--- config.mk ---
export PLATFORM = sky130hd
export DESIGN_NAME = ahb_regbridge
export DESIGN_NICKNAME = d
export VERILOG_FILES = /design/src/rtl/ahbrb_pkg.sv /design/src/rtl/ahbrb_decode.sv /design/src/rtl/ahbrb_seq.sv /design/src/rtl/ahbrb_irq.sv /design/src/rtl/ahb_regbridge.sv
export SDC_FILE = /design/constraint.sdc
export NUM_CORES = 1
export LEC_CHECK = 0
export BUFFER_PORTS_ARGS = -buffer_cell sky130_fd_sc_hd__buf_2
export CORE_AREA = 2 2 119 121
export CTS_CLUSTER_SIZE = 28
export DETAILED_ROUTE_END_ITERATION = 8
export DIE_AREA = 0 0 121 123
export HOLD_SLACK_MARGIN = 0.03
export PLACE_DENSITY = 0.7
export SLEW_MARGIN = 40
export SYNTH_ARGS = -nofsm -noshare
export SYNTH_HDL_FRONTEND = slang
export SYNTH_SLANG_ARGS = --single-unit
--- constraint.sdc ---
create_clock -name clk -period 5.3 [get_ports clk]
set_input_delay 0.53 -clock clk [delete_from_list [all_inputs] [get_ports clk]]
set_output_delay 0.53 -clock clk [all_outputs]
set_load 0.05 [all_outputs]
--- src/rtl/ahbrb_pkg.sv ---
package ahbrb_pkg;

    localparam int unsigned DW       = 32;
    localparam int unsigned AW       = 32;
    localparam int unsigned NMOD     = 4;
    localparam int unsigned SEL_LSB  = 10;
    localparam int unsigned SEL_W    = 6;
    localparam int unsigned IDX_LSB  = 2;
    localparam int unsigned IDX_W    = 8;
    localparam int unsigned NIRQ     = 3;

    localparam logic [2:0] SZ_WORD = 3'b010;

    typedef enum logic [1:0] {
        RSP_OKAY  = 2'b00,
        RSP_ERROR = 2'b01,
        RSP_RETRY = 2'b10,
        RSP_SPLIT = 2'b11
    } hresp_e;

    typedef enum logic [2:0] {
        S_IDLE,
        S_DATA,
        S_WAIT,
        S_ERR1,
        S_ERR2
    } state_e;

    typedef struct packed {
        logic             active;
        logic             fault;
        logic             wr;
        logic [NMOD-1:0]  sel;
        logic [IDX_W-1:0] idx;
    } dec_t;

    function automatic logic [NMOD-1:0] mod_onehot(input logic [SEL_W-1:0] num);
        logic [NMOD-1:0] oh;
        oh = '0;
        for (int i = 0; i < NMOD; i++) begin
            if (num == SEL_W'(i)) oh[i] = 1'b1;
        end
        return oh;
    endfunction

endpackage

--- src/rtl/ahbrb_decode.sv ---
module ahbrb_decode
    import ahbrb_pkg::*;
#(
    parameter int unsigned PROT_BIT = 7
) (
    input  logic          hsel,
    input  logic [1:0]    htrans,
    input  logic          hwrite,
    input  logic [2:0]    hsize,
    input  logic          hmastlock,
    input  logic [AW-1:0] haddr,
    input  logic          su_en,
    output dec_t          dec
);

    logic [SEL_W-1:0] mod_num;
    logic [NMOD-1:0]  mod_oh;
    logic             unmapped;
    logic             bad_size;
    logic             priv_miss;
    logic             unused_addr;

    assign mod_num   = haddr[SEL_LSB +: SEL_W];
    assign mod_oh    = mod_onehot(mod_num);
    assign unmapped  = (mod_oh == '0);
    assign bad_size  = (hsize != SZ_WORD);
    assign priv_miss = hwrite && haddr[IDX_LSB + PROT_BIT] && !su_en;

    assign unused_addr = ^{haddr[AW-1:SEL_LSB+SEL_W], haddr[IDX_LSB-1:0]};

    always_comb begin
        dec.active = hsel && htrans[1];
        dec.fault  = bad_size || hmastlock || unmapped || priv_miss;
        dec.wr     = hwrite;
        dec.sel    = mod_oh;
        dec.idx    = haddr[IDX_LSB +: IDX_W];
    end

endmodule

--- src/rtl/ahbrb_seq.sv ---
module ahbrb_seq
    import ahbrb_pkg::*;
#(
    parameter int unsigned TIMEOUT = 16
) (
    input  logic               clk,
    input  logic               rst,
    input  logic               hready_in,
    input  dec_t               dec,
    input  logic [DW-1:0]      hwdata,
    output logic               hready_out,
    output logic [1:0]         hresp,
    output logic [DW-1:0]      hrdata,
    output logic               rb_req,
    output logic               rb_wr,
    output logic [NMOD-1:0]    rb_sel,
    output logic [IDX_W-1:0]   rb_idx,
    output logic [DW-1:0]      rb_wdata,
    input  logic [NMOD-1:0]    rb_rdy,
    input  logic [NMOD-1:0]    rb_err,
    input  logic [NMOD*DW-1:0] rb_rdata
);

    localparam int unsigned CW = (TIMEOUT > 1) ? $clog2(TIMEOUT) : 1;

    state_e           st;
    hresp_e           resp_q;
    logic             hready_q;
    logic [DW-1:0]    rdata_q;
    logic             req_q;
    logic             wr_q;
    logic [NMOD-1:0]  sel_q;
    logic [IDX_W-1:0] idx_q;
    logic [DW-1:0]    wdata_q;
    logic [CW-1:0]    cnt;

    logic             take;
    logic             hit;
    logic             fail;
    logic             expired;
    logic [DW-1:0]    lane;

    assign take    = hready_in && dec.active;
    assign hit     = |(rb_rdy & sel_q);
    assign fail    = |(rb_err & sel_q);
    assign expired = (cnt == CW'(TIMEOUT - 1));

    always_comb begin
        lane = '0;
        for (int i = 0; i < NMOD; i++) begin
            if (sel_q[i]) lane = lane | rb_rdata[i*DW +: DW];
        end
    end

    always_ff @(posedge clk) begin
        if (rst) begin
            st       <= S_IDLE;
            hready_q <= 1'b1;
            resp_q   <= RSP_OKAY;
            rdata_q  <= '0;
            req_q    <= 1'b0;
            wr_q     <= 1'b0;
            sel_q    <= '0;
            idx_q    <= '0;
            wdata_q  <= '0;
            cnt      <= '0;
        end else begin
            rdata_q <= '0;
            unique case (st)
                S_IDLE, S_ERR2: begin
                    if (take && dec.fault) begin
                        st       <= S_ERR1;
                        hready_q <= 1'b0;
                        resp_q   <= RSP_ERROR;
                    end else if (take) begin
                        st       <= S_DATA;
                        hready_q <= 1'b0;
                        resp_q   <= RSP_OKAY;
                        sel_q    <= dec.sel;
                        idx_q    <= dec.idx;
                        wr_q     <= dec.wr;
                    end else begin
                        st       <= S_IDLE;
                        hready_q <= 1'b1;
                        resp_q   <= RSP_OKAY;
                    end
                end
                S_DATA: begin
                    wdata_q <= wr_q ? hwdata : '0;
                    req_q   <= 1'b1;
                    cnt     <= '0;
                    st      <= S_WAIT;
                end
                S_WAIT: begin
                    if (fail) begin
                        req_q  <= 1'b0;
                        resp_q <= RSP_ERROR;
                        st     <= S_ERR1;
                    end else if (hit) begin
                        req_q    <= 1'b0;
                        hready_q <= 1'b1;
                        resp_q   <= RSP_OKAY;
                        rdata_q  <= wr_q ? '0 : lane;
                        st       <= S_IDLE;
                    end else if (expired) begin
                        req_q  <= 1'b0;
                        resp_q <= RSP_ERROR;
                        st     <= S_ERR1;
                    end else begin
                        cnt <= cnt + 1'b1;
                    end
                end
                S_ERR1: begin
                    hready_q <= 1'b1;
                    resp_q   <= RSP_ERROR;
                    st       <= S_ERR2;
                end
                default: begin
                    st       <= S_IDLE;
                    hready_q <= 1'b1;
                    resp_q   <= RSP_OKAY;
                    req_q    <= 1'b0;
                end
            endcase
        end
    end

    assign hready_out = hready_q;
    assign hresp      = resp_q;
    assign hrdata     = rdata_q;
    assign rb_req     = req_q;
    assign rb_wr      = wr_q;
    assign rb_sel     = sel_q;
    assign rb_idx     = idx_q;
    assign rb_wdata   = wdata_q;

    logic [CW:0] run_len;
    always_ff @(posedge clk) begin
        if (rst)         run_len <= '0;
        else if (req_q)  run_len <= run_len + 1'b1;
        else             run_len <= '0;
    end

    // a request never stays up longer than the timeout window
    a_r6_req_bounded: assert property (@(posedge clk) disable iff (rst)
        run_len <= (CW+1)'(TIMEOUT));

    // a live request always names exactly one module
    a_r3_sel_onehot: assert property (@(posedge clk) disable iff (rst)
        rb_req |-> $onehot(rb_sel));

    // the bus is stalled while the internal request is up
    a_r10_stall_on_req: assert property (@(posedge clk) disable iff (rst)
        rb_req |-> !hready_out);

    // first ERROR cycle is followed by the ready ERROR cycle
    a_r8_err_second: assert property (@(posedge clk) disable iff (rst)
        (hresp == RSP_ERROR && !hready_out) |=> (hresp == RSP_ERROR && hready_out));

    // a ready ERROR cycle always follows a stalled ERROR cycle
    a_r8_err_first: assert property (@(posedge clk) disable iff (rst)
        (hresp == RSP_ERROR && hready_out) |-> $past(hresp == RSP_ERROR && !hready_out));

endmodule

--- src/rtl/ahbrb_irq.sv ---
module ahbrb_irq
    import ahbrb_pkg::*;
(
    input  logic            clk,
    input  logic            rst,
    input  logic [NIRQ-1:0] src,
    output logic [NIRQ-1:0] pulse
);

    logic [NIRQ-1:0] prev;

    always_ff @(posedge clk) begin
        if (rst) begin
            prev  <= '0;
            pulse <= '0;
        end else begin
            prev  <= src;
            pulse <= src & ~prev;
        end
    end

    for (genvar g = 0; g < NIRQ; g++) begin : g_chk
        // a pulse never lasts two cycles
        a_r11_single: assert property (@(posedge clk) disable iff (rst)
            pulse[g] |=> !pulse[g]);
    end

endmodule

--- src/rtl/ahb_regbridge.sv ---
module ahb_regbridge
    import ahbrb_pkg::*;
#(
    parameter int unsigned TIMEOUT  = 16,
    parameter int unsigned PROT_BIT = 7
) (
    input  logic               clk,
    input  logic               rst,
    input  logic               hsel,
    input  logic [AW-1:0]      haddr,
    input  logic [1:0]         htrans,
    input  logic               hwrite,
    input  logic [2:0]         hsize,
    input  logic [2:0]         hburst,
    input  logic [3:0]         hprot,
    input  logic               hmastlock,
    input  logic               hready_in,
    input  logic [DW-1:0]      hwdata,
    input  logic               su_en,
    output logic               hready_out,
    output logic [1:0]         hresp,
    output logic [DW-1:0]      hrdata,
    output logic               rb_req,
    output logic               rb_wr,
    output logic [NMOD-1:0]    rb_sel,
    output logic [IDX_W-1:0]   rb_idx,
    output logic [DW-1:0]      rb_wdata,
    input  logic [NMOD-1:0]    rb_rdy,
    input  logic [NMOD-1:0]    rb_err,
    input  logic [NMOD*DW-1:0] rb_rdata,
    input  logic [NIRQ-1:0]    irq_src,
    output logic [NIRQ-1:0]    irq_pulse
);

    dec_t dec;
    logic unused_ctrl;

    assign unused_ctrl = ^{hburst, hprot};

    ahbrb_decode #(.PROT_BIT(PROT_BIT)) u_decode (
        .hsel      (hsel),
        .htrans    (htrans),
        .hwrite    (hwrite),
        .hsize     (hsize),
        .hmastlock (hmastlock),
        .haddr     (haddr),
        .su_en     (su_en),
        .dec       (dec)
    );

    ahbrb_seq #(.TIMEOUT(TIMEOUT)) u_seq (
        .clk        (clk),
        .rst        (rst),
        .hready_in  (hready_in),
        .dec        (dec),
        .hwdata     (hwdata),
        .hready_out (hready_out),
        .hresp      (hresp),
        .hrdata     (hrdata),
        .rb_req     (rb_req),
        .rb_wr      (rb_wr),
        .rb_sel     (rb_sel),
        .rb_idx     (rb_idx),
        .rb_wdata   (rb_wdata),
        .rb_rdy     (rb_rdy),
        .rb_err     (rb_err),
        .rb_rdata   (rb_rdata)
    );

    ahbrb_irq u_irq (
        .clk   (clk),
        .rst   (rst),
        .src   (irq_src),
        .pulse (irq_pulse)
    );

    // an accepted non-word transfer starts the ERROR sequence
    a_r1_size_err: assert property (@(posedge clk) disable iff (rst)
        (hsel && htrans[1] && hready_in && hready_out && hsize != SZ_WORD)
        |=> (hresp == RSP_ERROR && !hready_out));

    // an accepted locked transfer starts the ERROR sequence
    a_r2_lock_err: assert property (@(posedge clk) disable iff (rst)
        (hsel && htrans[1] && hready_in && hready_out && hmastlock)
        |=> (hresp == RSP_ERROR && !hready_out));

    // no transfer in the address phase keeps the bus at zero wait OKAY
    a_r9_idle_okay: assert property (@(posedge clk) disable iff (rst)
        (hready_in && hready_out && !(hsel && htrans[1]))
        |=> (hready_out && hresp == RSP_OKAY));

    // SPLIT and RETRY are never returned
    a_r8_no_split: assert property (@(posedge clk) disable iff (rst)
        hresp[1] == 1'b0);

endmodule

* Yosys cells after proc, flatten, opt, wreduce, memory -nomap -nowiden
Cells that the tools add are included.
** Cells by class
- Add/sub/neg operators :: 1
- Equal/unequal tests :: 14
- Multiplexer cells :: 33
- Bitwise operators :: 12
- Reduce and logical (&&, ||, !) cells :: 23
** Operator list (count)
- 2-to-1 mux 32 bit :: 5
- bitwise OR 32 bit :: 3
- 2-to-1 mux 1 bit :: 13
- equality test 6 x 2 -> 1 bit (second input constant) :: 2
- 2-to-1 mux 3 bit :: 4
- 2-to-1 mux 4 bit :: 3
- one-hot mux 3 bit (4 select lines) :: 1
- bitwise AND 4 bit :: 2
- one-hot mux 2 bit (4 select lines) :: 1
- one-hot mux 4 bit (2 select lines) :: 1
- OR reduction 4 bit :: 2
- OR reduction 8 bit :: 1
- equality test 3 x 2 -> 1 bit (second input constant) :: 2
- equality test 6 x 1 -> 1 bit (second input constant) :: 1
- zero test 6 bit :: 1
- 2-to-1 mux 2 bit :: 3
- != test 2 bit (second input constant) :: 3
- one-hot mux 1 bit (3 select lines) :: 2
- AND reduction 3 bit :: 2
- logical AND 1 bit :: 5
- inverter 1 bit :: 5
- adder 4 x 1 -> 4 bit (second input constant) :: 1
- equality test 4 bit (second input constant) :: 1
- zero test 4 bit :: 1
- other kinds (15) :: 18
** Word-level totals
- Register bits :: 94
- Output and inout port bits :: 84

* Depth between registers and ports, before layout
Gate-level depths: netlist (run 1).
- Word-level depth :: 8
- Gate-level depth with buffers :: 7

* By module
A second synthesis (run 1) with hierarchy kept.
** Second synthesis, totals
- Cells, all modules :: 378
- Area total of the unflattened synthesis :: 3742.3 um^2
** By module, submodules not included
- ahbrb_seq :: times used 1, cells each 347, area an instance 3418.3 um^2, seq. area each 1741.7 um^2
- ahbrb_irq :: times used 1, cells each 12, area an instance 176.4 um^2, seq. area each 120.1 um^2
- ahbrb_decode :: times used 1, cells each 19, area an instance 147.6 um^2, seq. area each 0.0 um^2

* Worst setup path after synthesis (run 1)
OpenSTA, ideal clock, no wires.
- Path type :: register -> register
- Start point :: register u_seq.sel_q[2] (netlist: u_seq.rb_sel[2])
- End point :: register u_seq.rdata_q[0] (netlist: u_seq.hrdata[0])
- Arrival time :: 2054 ps
- Slack :: 3176 ps
- Stages on the path, launching flop included :: 8
- Path through :: dfxtp_1 clkbuf_1 a22o_1 o211ai_1 or4b_1 clkbuf_1 buf_2 a21oi_1
** On the way
- Word-level cells in the longest chain between the ends :: 4
** RTL lines
- start, declared :: RTL line ahbrb_seq.sv:32 : logic [NMOD-1:0] sel_q;
- start signal, assigned :: RTL line ahbrb_seq.sv:79 : sel_q <= dec.sel;
- bitwise AND 4 bit :: RTL line ahbrb_seq.sv:44 : assign hit = |(rb_rdy & sel_q);
- OR reduction 4 bit :: RTL line ahbrb_seq.sv:44
- inverter 1 bit (no source line)
- OR reduction 8 bit (no source line)
- end signal, assigned :: RTL line ahbrb_seq.sv:103 : rdata_q <= wr_q ? '0 : lane;
- end, declared :: RTL line ahbrb_seq.sv:29 : logic [DW-1:0] rdata_q;
Parallel ways exist; a longest one is shown, timed or not.
A chain may end at the register's enable or synchronous reset.

* Final worst setup path (run 1)
- Start point :: register u_seq.sel_q[3] (netlist: u_seq.rb_sel[3])
- End point :: register u_seq.rdata_q[11] (netlist: u_seq.hrdata[11])
Same word-level chain as after synthesis.

==> metrics, run 1 <==
drt wl/cell 15.3 um; Worst-Margin Slew 0.770 ns; Detail Placement HPWL 9.54 mm; number of vias per cell 4.82; DRC 0; crit path DAT 2.82 ns; Crit Path Category reg2reg; Clock transition at path regs 0.07 ns; buffer count from post-CTS setup fixing 0; Initial DRC Count 186; gpl congestion 0.724; core area 0.0136 sq mm; Initial Util 0.273; # H-tree levels 3; remaining global-route overflow 0; Power Density 268 mW/mm^2; fin nets 909; Pre-antenna DRT Iters 4; Resize count post-CTS 0; Fillers 1,423; ys flop type dfxtp_1; Skew-Pair Late Insertion Delay 0.35 ns; final wirelength 13.3 mm; synth unique cells 36; status complete, no violations; register area share after synthesis 0.502; Worst slew margin 0.487; antenna violation net count after detailed routing 0; Reg area 0.00186 sq mm; share of cells above drive strength 1 0.445; clk_skew 0.0120 ns; maximum clock frequency 390 MHz; Synth Cell Area 0.00371 sq mm; CP Launch Type register; RSZ-0062 raised after global routing false; fin crit share 0.484; worst-path maximum fanout 32; final setup TNS 0 ns; Worst Hold Class reg2reg; Reg2Reg Depth 4; DP Worst Slack 2.66 ns; crit end category register; Synth-to-Final Area Change 48.5%; Syn Area/Cell 8.61 sq um; clk sinks 93; Die ar. 0.0149 sq mm; Final setup viols 0; CTS root buf clkbuf_16; Num CTS Buffers 9; Vias 4,194; Worst EP required 5.56 ns; Leak Pwr 0.00241 uW; number of max-cap violations 0; num rows 43; reg2reg setup slack 2.74 ns; number of global-route vias before repair 3,822; Gate Count Post-Synth 431; first-pass GRT wire length 19.3 mm; crit path time final 2.56 ns; max-slew violation count 0; largest net degree at the start of global routing 62; I/O Buffers 278; worst-case clock buffer depth 2; CTS tree built; GRT Overall Usage 0.167; syn nets 654; Die H 123 um; Final WS setup 2.74 ns; Ports 306; # hold bufs at CTS 0; width of the die 121 um; Hold Path Depth 1; Async S/R FF share, synth 0; FF+latch count, synth 93; yosys warns 0; Final Hold Fails 0; Worst IR Drop VDD 0.142 mV; number of synthesized flops with an enable pin 0; initial antenna violation count 1; multi-input logic area 0.00169 sq mm
==> sequential cells by signal (all words and copies together), names as in the netlist <==
signal / flops
u_seq.hrdata: 32
u_seq.rb_wdata: 32
u_seq.rb_idx: 8
u_seq.cnt: 4
u_seq.rb_sel: 4
u_irq.prev: 3
u_irq.pulse: 3
u_seq.st: 3
u_seq.hready_out: 1
u_seq.hresp: 1
u_seq.rb_req: 1
u_seq.rb_wr: 1
==> cell type report <==
cell class / instances / area share
multi-input cells: 297 / 0.307
flip-flops and latches: 93 / 0.338
well taps: 180 / 0.0409
clock inverters: 5 / 0.00772
repair buffers: 285 / 0.262
clock buffers: 10 / 0.0434
diodes: 1 / 0.000454
==> kinds of logic after synthesis <==
| kind of cell | synth area share |
|---|---|
| multiplexers | 0.00270 |
| adder cells (fa/ha/maj) | 0.00337 |
| AO/OA/AOI/OAI | 0.269 |
| other | 0.00101 |
| flip-flops | 0.502 |
| AND/OR/NAND/NOR | 0.178 |
| buffers and inverters | 0.0438 |
==> layout by cell type, fill, tap and decap left out, drive strengths merged, types with 3 or more instances in the layout <==
master / instances
buf: 285
dfxtp: 93
a21oi: 83
a22oi: 66
nand2: 62
nand3: 33
clkbuf: 10
nor2b: 7
nor2: 5
nand2b: 4
o21ai: 4
nand3b: 3
inv: 3
nor3b: 3
==> worst paths after layout <==
path / startpoint / endpoint
max: u_seq.rb_sel[3] / u_seq.hrdata[11]
min: u_irq.prev[0] / u_irq.pulse[0]
max reg2reg: u_seq.rb_sel[3] / u_seq.hrdata[11]
min reg2reg: u_irq.prev[0] / u_irq.pulse[0]
==> critical path, stage by stage, from the launching register on <==
cell      delay [ns]
dfxtp_1         0.50
a22oi_1         0.39
o211ai_1        0.25
or4b_2          1.02
a21oi_1         0.29
==> per-stage QoR <==
stage	power [uW]	area (sq um)	std cells	util	hold slack, ns
2_1_floorplan	778	3710	431	-	0.367
3_3_place_gp	866	5220	855	0.384	0.370
3_5_place_dp	868	5220	855	0.384	0.372
4_1_cts	1500	5500	870	0.404	0.385
5_1_grt	1530	5510	871	0.405	0.398
6_report	1470	5510	871	0.405	0.384
==> power by group <==
group / internal (uW) / switching, uW
logic: 66.6 / 74.2
clock network: 334 / 287
registers: 706 / 5.43
==> synthesized netlist by cell type (all sizes together), types with 3 or more instances <==
cell type   n  share of area
nor3b       3         0.0061
a22oi      66           0.13
nand3      33          0.045
nor2        5         0.0051
dfxtp      93           0.50
nor2b       7          0.012
nand2b      4         0.0067
buf         4         0.0061
nand3b      3         0.0061
clkbuf     37          0.038
nand2      62          0.063
o21ai       4         0.0054
a21oi      83           0.11
==> layer usage <==
metal | GRT usage | part of all wire
met2 | 0.288 | 0.48
met5 | 0 | 0
met1 | 0.196 | 0.41
met4 | 0.0531 | 0.012
met3 | 0.0558 | 0.096
Note: power is estimated with default switching activity, not from simulation.
==> run 2: changes to the inputs <==
Settings changed: PLACE_DENSITY 0.7 to 0.72.
Clock period 5.3 ns to 2.1 ns, I/O delays scaled along.
==> metrics, run 2 (synthesized netlist as in run 1, its figures left out) <==
status complete, no violations; Final setup viols 0; Synth-to-Final Area Change 50.8%; GRT Overall Usage 0.177; Crit Path Category reg2reg; Initial Util 0.273; maximum clock frequency 518 MHz; Vias 4,244; Pre-antenna DRT Iters 5; width of the die 121 um; worst hold start haddr[3]; Leak Pwr 0.00246 uW; clk sinks 93; utilization after layout 0.411; largest net degree at the start of global routing 42; Worst slew margin 0.623; # H-tree levels 3; drt wl/cell 15.7 um; crit path time final 1.93 ns; fin nets 920; number of global-route vias before repair 4,004; crit path DAT 2.17 ns; Worst-Margin Slew 0.560 ns; CP startpoint u_seq.st[1]; most frequent cells in the layout 278 x buf_2, 90 x dfxtp_1, 83 x a21oi_1; crit end category register; fin crit share 0.919; RR Startpoint u_seq.st[1]; remaining global-route overflow 0; num rows 43; Worst Hold Class in2reg; RSZ-0062 raised after global routing false; gpl congestion 0.800; Ports 306; final setup TNS 0 ns; Clock transition at path regs 0.08 ns; CTS tree built; Num CTS Buffers 9; initial antenna violation count 2; Die ar. 0.0149 sq mm; Die H 123 um; Detail Placement HPWL 10.4 mm; commonest non-fill, non-tap cell in the layout buf_2; share of cells above drive strength 1 0.455; Worst IR Drop VDD 0.463 mV; Resize count post-CTS 0; DRC 0; core area 0.0136 sq mm; Placed Instances 866; Worst EP required 2.35 ns; Power Density 669 mW/mm^2; Final Hold Fails 0; Finished Layout Cells 883; CTS root buf clkbuf_16; Final WS setup 0.171 ns; Skew-Pair Late Insertion Delay 0.35 ns; DP Area 0.00531 sq mm; number of max-cap violations 0; Fillers 1,386; # hold bufs at CTS 0; first-pass GRT wire length 20.3 mm; Initial DRC Count 257; Final Cell Area 0.00559 sq mm; DP Worst Slack 0.166 ns; antenna violation net count after detailed routing 0; number of vias per cell 4.81; worst-case clock buffer depth 2; max-slew violation count 0; worst-path maximum fanout 7; clk_skew 0.0104 ns; CP Launch Type register; final wirelength 13.9 mm; buffer count from post-CTS setup fixing 0; I/O Buffers 278
[run 2: layout make-up]
cell class              instances  area, sq um  area share
well taps                     180          225      0.0403
flip-flops and latches         93         1870       0.334
multi-input cells             297         1690       0.302
diodes                          2         5.00    0.000895
clock buffers                   9          225      0.0403
clock inverters                 6         55.1     0.00984
repair buffers                296         1530       0.273
[run 2: worst max-delay path, stage by stage (launching register included)]
cell	delay (ns)
dfxtp_1	0.43
nor3b_1	0.40
nand2_1	0.13
o31ai_1	0.50
a21oi_1	0.13
a31o_2	0.23
[run 2: metrics by stage]
| step | total power (uW) | hold slack (ns) |
|---|---|---|
| after floorplan | 1960 | 0.289 |
| after detailed placement | 2200 | 0.373 |
| after global routing | 3900 | 0.0951 |
| after CTS | 3800 | 0.0836 |
| after global placement | 2200 | 0.371 |
| final | 3740 | 0.0999 |
[run 2: per-layer routing]
metal  track usage  part of all wire  wire, um  up-vias
met2         0.305              0.49      6750      194
met3        0.0600             0.087      1200       12
met5             0                 0         0        -
li1              -                 -         -     2098
met1         0.209              0.41      5740     1940
met4        0.0480             0.011       159        0
[run 2: power breakdown]
| group | internal [uW] | switching, uW |
|---|---|---|
| combinational | 177 | 190 |
| clock | 823 | 759 |
| sequential | 1780 | 13.3 |
| total | 2780 | 963 |
[run 2: path summary, 6_finish.rpt]
| kind | endpoint | slack (ns) | cells after the start |
|---|---|---|---|
| hold / removal | u_seq.rb_idx[1] | 0.1 | 3 |
| setup / recovery | u_seq.cnt[3] | 0.17 | 5 |
| hold reg to reg | u_irq.pulse[1] | 0.38 | 1 |
| setup reg to reg | u_seq.cnt[3] | 0.17 | 5 |
